**src/rtl/pps_freq_err_pkg.sv**
```systemverilog
package pps_freq_err_pkg;

  // Strobes passed from control to datapath, one cycle wide
  typedef struct packed {
    logic capture;   // synchronized rising edge of the pulse line
    logic gateEnd;   // this edge is a gate boundary
    logic primed;    // a previous boundary capture exists
  } ctlStrb_t;

endpackage

```
**src/rtl/pps_ctl.sv**
```systemverilog
module pps_ctl
  import pps_freq_err_pkg::*;
#(
  parameter int GATE_EDGES = 100
) (
  input  logic     clk,
  input  logic     rst,
  input  logic     ppsIn,
  output ctlStrb_t strb
);

  localparam int IDX_W = (GATE_EDGES > 1) ? $clog2(GATE_EDGES) : 1;
  localparam logic [IDX_W-1:0] IDX_LAST = IDX_W'(GATE_EDGES - 1);

  logic ppsMeta, ppsSync, ppsDly;
  logic rise;
  logic [IDX_W-1:0] edgeIdx;
  logic primed;

  always_ff @(posedge clk) begin
    if (rst) begin
      ppsMeta <= 1'b0;
      ppsSync <= 1'b0;
      ppsDly  <= 1'b0;
    end else begin
      ppsMeta <= ppsIn;
      ppsSync <= ppsMeta;
      ppsDly  <= ppsSync;
    end
  end

  assign rise = ppsSync & ~ppsDly;

  always_ff @(posedge clk) begin
    if (rst) begin
      edgeIdx <= '0;
      primed  <= 1'b0;
    end else if (rise) begin
      edgeIdx <= (edgeIdx == IDX_LAST) ? '0 : edgeIdx + 1'b1;
      if (edgeIdx == '0) primed <= 1'b1;
    end
  end

  always_comb begin
    strb.capture = rise;
    strb.gateEnd = rise && (edgeIdx == '0);
    strb.primed  = primed;
  end

  AST_ONE_SHOT: assert property (@(posedge clk) disable iff (rst)
    rise |=> !rise);
  AST_IDX_RANGE: assert property (@(posedge clk) disable iff (rst)
    edgeIdx <= IDX_LAST);
  AST_PRIME_AFTER_GATE: assert property (@(posedge clk) disable iff (rst)
    strb.gateEnd |=> strb.primed);

endmodule

```
**src/rtl/pps_dp.sv**
```systemverilog
module pps_dp
  import pps_freq_err_pkg::*;
#(
  parameter int          CNT_W   = 32,
  parameter int unsigned NOMINAL = 32'd1_000_000_000
) (
  input  logic                    clk,
  input  logic                    rst,
  input  ctlStrb_t                strb,
  output logic signed [CNT_W-1:0] errOut,
  output logic                    errValid,
  output logic        [CNT_W-1:0] rawCapture
);

  localparam logic [CNT_W-1:0] NOM_W = CNT_W'(NOMINAL);

  logic [CNT_W-1:0] timebase;
  logic [CNT_W-1:0] prevGateCap;
  logic [CNT_W-1:0] gateDelta;

  always_ff @(posedge clk) begin
    if (rst) timebase <= '0;
    else     timebase <= timebase + 1'b1;
  end

  // modular difference; wrap between boundaries is harmless
  assign gateDelta = timebase - prevGateCap;

  always_ff @(posedge clk) begin
    if (rst) begin
      rawCapture  <= '0;
      prevGateCap <= '0;
      errOut      <= '0;
      errValid    <= 1'b0;
    end else begin
      errValid <= 1'b0;
      if (strb.capture) rawCapture <= timebase;
      if (strb.gateEnd) begin
        prevGateCap <= timebase;
        if (strb.primed) begin
          errOut   <= $signed(gateDelta - NOM_W);
          errValid <= 1'b1;
        end
      end
    end
  end

  AST_COUNTER_STEP: assert property (@(posedge clk) disable iff (rst)
    !$past(rst) |-> timebase == $past(timebase) + 1'b1);
  AST_CAPTURE_VALUE: assert property (@(posedge clk) disable iff (rst)
    strb.capture |=> rawCapture == $past(timebase));
  AST_VALID_PULSE: assert property (@(posedge clk) disable iff (rst)
    errValid |=> !errValid);
  AST_ERR_STABLE: assert property (@(posedge clk) disable iff (rst)
    !errValid |-> $stable(errOut));

endmodule

```
**src/rtl/pps_freq_err.sv**
```systemverilog
module pps_freq_err
  import pps_freq_err_pkg::*;
#(
  parameter int          CNT_W      = 32,
  parameter int          GATE_EDGES = 100,
  parameter int unsigned NOMINAL    = 32'd1_000_000_000
) (
  input  logic                    clk,
  input  logic                    rst,
  input  logic                    ppsIn,
  output logic signed [CNT_W-1:0] errOut,
  output logic                    errValid,
  output logic        [CNT_W-1:0] rawCapture
);

  ctlStrb_t strb;

  pps_ctl #(.GATE_EDGES(GATE_EDGES)) u_ctl (
    .clk   (clk),
    .rst   (rst),
    .ppsIn (ppsIn),
    .strb  (strb)
  );

  pps_dp #(.CNT_W(CNT_W), .NOMINAL(NOMINAL)) u_dp (
    .clk        (clk),
    .rst        (rst),
    .strb       (strb),
    .errOut     (errOut),
    .errValid   (errValid),
    .rawCapture (rawCapture)
  );

endmodule

```
**config.mk**
```make
export PLATFORM = sky130hd
export DESIGN_NAME = pps_freq_err
export DESIGN_NICKNAME = d
export VERILOG_FILES = /design/src/rtl/pps_freq_err_pkg.sv /design/src/rtl/pps_ctl.sv /design/src/rtl/pps_dp.sv /design/src/rtl/pps_freq_err.sv
export SDC_FILE = /design/constraint.sdc
export NUM_CORES = 1
export LEC_CHECK = 0
export BUFFER_PORTS_ARGS = -buffer_cell sky130_fd_sc_hd__buf_2
export CAP_MARGIN = 20
export CORE_ASPECT_RATIO = 0.9
export CORE_MARGIN = 1.5
export CORE_UTILIZATION = 54
export DETAILED_ROUTE_END_ITERATION = 16
export PLACE_DENSITY = 0.85
export REMOVE_ABC_BUFFERS = 1
export SLEW_MARGIN = 5
export SYNTH_ARGS = -nofsm -noshare
export SYNTH_HDL_FRONTEND = slang
export SYNTH_HIERARCHICAL = 1
export SYNTH_SLANG_ARGS = --single-unit
```
**constraint.sdc**
```tcl
create_clock -name clk -period 3 [get_ports clk]
set_input_delay 0.45 -clock clk [delete_from_list [all_inputs] [get_ports clk]]
set_output_delay 0.45 -clock clk [all_outputs]
set_load 0.03 [all_outputs]
```
==> impl_metrics.env <==
export IMPL_seq_area_frac_synth=0.369
export IMPL_critPathTopFamily="compound AO/OA/AOI/OAI gates"
export IMPL_die_h_um=115
export IMPL_hp_start="ppsIn"
export IMPL_dieArea_um2=14800
export IMPL_vias=6529
export IMPL_io_pins=68
export IMPL_min_period_ps=2930
export IMPL_grt_overflow_total=0
export IMPL_clockBufferDepth=2
export IMPL_grt_max_degree=74
export IMPL_vdd_drop_max_v=0.000392
export IMPL_coreArea_um2=13500
export IMPL_finalNetCount=1042
export IMPL_whs_path_depth=2
export IMPL_grt_antenna_before_repair=0
export IMPL_fin_hold_ws_ps=241
export IMPL_power_leakage_nw=3.82
export IMPL_synth_commonest_cells="dfxtp_1, nor2_1, inv_1"
export IMPL_cellPowerDensity_nw_per_um2=476
export IMPL_cts_made_buffers=17
export IMPL_crit_fanout=4
export IMPL_r2r_cells=10
export IMPL_wl_per_cell_um=15.6
export IMPL_synthCells=886
export IMPL_io_buffers=67
export IMPL_htree_num_levels=4
export IMPL_drc=0
export IMPL_critPathMaxStageDelay_ps=460
export IMPL_avgViaCountPerCell=5.65
export IMPL_postLayoutCellArea_um2=8980
export IMPL_cts_hold_buf=0
export IMPL_dp_slack_ps=34.5
export IMPL_placed_area_um2=8260
export IMPL_min_path_type="in2reg"
export IMPL_fin_crit_sh=0.977
export IMPL_cts_tree="done"
export IMPL_crit_chain="inv_1 > ha_1 > ha_1 > a21oi_1 > o22ai_1 > o211ai_1 > a21oi_1 > o211ai_1 > a2111oi_0 > or3b_2"
export IMPL_clk_latency_ps=430
export IMPL_status="finished, final reports clean"
export IMPL_root_buffer="clkbuf_16"
export IMPL_reg2reg_slack_ps=70
export IMPL_synth_top_area_frac=0.369
export IMPL_hold_end="u_ctl/ppsMeta$_SDFF_PP0_"
export IMPL_worstPathRequired_ps=3300
export IMPL_setup_violations=0
export IMPL_drive_gt1_frac=0.179
export IMPL_syn_area_per_cell_um2=8.57
export IMPL_n_antenna_cell=0
export IMPL_synth_most_common_cell="dfxtp_1"
export IMPL_grt_pass1_wl_um=29500
export IMPL_slew_violations=0
export IMPL_synth_area_top_cells="dfxtp_1, ha_1, mux2i_1"
export IMPL_clock_sinks=140
export IMPL_hpwl_um=12700
export IMPL_skew_ps=7.05
export IMPL_crit_path_end_kind="flop"
export IMPL_fmax_ghz=0.341
export IMPL_r2r_end="u_dp/errOut[28]$_SDFFE_PP0P_"
export IMPL_routed_wl_um=18000
export IMPL_critPathSlowestCell="or3b_2"
export IMPL_grt_pass1_vias=6008
export IMPL_cap_violations=0
export IMPL_reg2reg_from="u_dp/prevGateCap[2]$_SDFFE_PP0P_"
export IMPL_worst_slack_ps=68.2
export IMPL_p_total_mw=4.27
export IMPL_slew_headroom=0.391
export IMPL_grt_usage=0.250
export IMPL_final_util=0.665
export IMPL_startpoint_type="flop"
export IMPL_crit_type="reg2reg"
export IMPL_max_slew_worst_pin_slew_ps=910
export IMPL_yosys_most_used_dff="dfxtp_1"
export IMPL_synth_edf_count=0
export IMPL_syn_to_final_growth_pct=18.3
export IMPL_yosys_area_top_type="dfxtp_1"
export IMPL_first_iter_violations=387
export IMPL_num_rows=40
export IMPL_netlist_area_um2=7590
export IMPL_hold_viol=0
export IMPL_synth_cell_type_count=77
export IMPL_gp_congestion=0.922
export IMPL_worst_path_buf_inv=1
export IMPL_initial_core_util=0.562
export IMPL_ys_warn_count=6
export IMPL_clk_pin_slew_ps=60
export IMPL_arrival_ps=3230
export IMPL_detail_route_antenna_nets=0
export IMPL_chipWidth_um=128
export IMPL_ys_seq_elements=140
export IMPL_rsz0062_at_grt="true"
export IMPL_ys_async_sr_fraction=0
export IMPL_drt_pass1_iterations=5
## final cells by class
cell class	instances	area (um^2)
Sequential cell	140	2800
Tap cell	168	210
Fill cell	1040	4530
Multi-Input combinational cell	632	4390
Timing Repair Buffer	113	696
Clock inverter	12	163
Inverter	70	263
Clock buffer	20	457
## report_power, final
group          total, mW  internal, mW  switching, mW
Clock               2.18          1.36          0.827
Sequential          1.88          1.87        0.00663
Combinational      0.209        0.0811          0.128
Total               4.27          3.31          0.961
## flip-flops by register name, indices dropped and copies added (netlist names)
| signal | cells |
|---|---|
| u_dp/errOut | 32 |
| u_dp/prevGateCap | 32 |
| u_dp/rawCapture | 32 |
| u_dp/timebase | 32 |
| u_ctl/edgeIdx | 7 |
| u_ctl/ppsDly | 1 |
| u_ctl/ppsMeta | 1 |
| u_ctl/ppsSync | 1 |
| u_ctl/primed | 1 |
| u_dp/errValid | 1 |
## how the worst max path moves through the flow
stage	to	from	slack (ps)	cells past startpoint
finish	u_dp/errOut[28]$_SDFFE_PP0P_	u_dp/prevGateCap[2]$_SDFFE_PP0P_	70	10
global route	u_dp/errOut[28]$_SDFFE_PP0P_	u_dp/prevGateCap[2]$_SDFFE_PP0P_	-60	10
CTS	u_dp/errOut[29]$_SDFFE_PP0P_	u_dp/prevGateCap[1]$_SDFFE_PP0P_	10	12
detailed placement	u_dp/errOut[29]$_SDFFE_PP0P_	u_dp/prevGateCap[1]$_SDFFE_PP0P_	30	12
global placement	u_dp/errOut[29]$_SDFFE_PP0P_	u_dp/prevGateCap[1]$_SDFFE_PP0P_	160	12
floorplan	u_dp/errOut[28]$_SDFFE_PP0P_	u_ctl/edgeIdx[0]$_SDFFE_PP0P_	-2830	7
## stage by stage
step,setup TNS (ps),instances
finish,0,1155
global route,-118,1155
CTS,0,1150
detailed placement,0,1118
global placement,0,1118
floorplan,-102020,842
## metal layers
layer  up-vias  track usage  share of wire
met5         -            0              0
met4         0       0.0734          0.016
met3        28       0.0577          0.051
met2       199        0.391           0.44
met1      3053        0.346           0.49
li1       3249            -              -
## worst register-to-register path, cell delays in order, from the launching register on
cell	delay [ps]
dfxtp_1	330
inv_1	50
ha_1	310
ha_1	310
a21oi_1	190
o22ai_1	160
o211ai_1	390
a21oi_1	170
o211ai_1	290
a2111oi_0	140
or3b_2	460
## cells by family (layout without fill, tap and decap cells)
kind of cell / Yosys count / count (layout) / share of synthesized area
AND/OR/NAND/NOR: 296 / 296 / 0.188
AO/OA/AOI/OAI: 168 / 168 / 0.144
flip-flops: 140 / 140 / 0.369
buffers and inverters: 114 / 215 / 0.0615
multiplexers: 66 / 66 / 0.0872
adder cells (fa/ha/maj): 65 / 65 / 0.108
XOR/XNOR: 37 / 37 / 0.0427
## what timing repair did
item                                    CTS  global route
gates resized for setup                   0            14
endpoints found under the setup margin    0            13
setup buffers                             0             5
## placed cells by master (no fill, tap or decap), types with 20 or more instances in the layout
| cell | n |
|---|---|
| nand3_1 | 20 |
| buf_4 | 46 |
| mux2i_1 | 65 |
| xnor2_1 | 22 |
| inv_1 | 69 |
| a21oi_1 | 54 |
| dfxtp_1 | 139 |
| nand2_1 | 62 |
| o21ai_0 | 34 |
| ha_1 | 63 |
| buf_2 | 66 |
| nor2_1 | 119 |
Power figures use the tool's default switching activity.
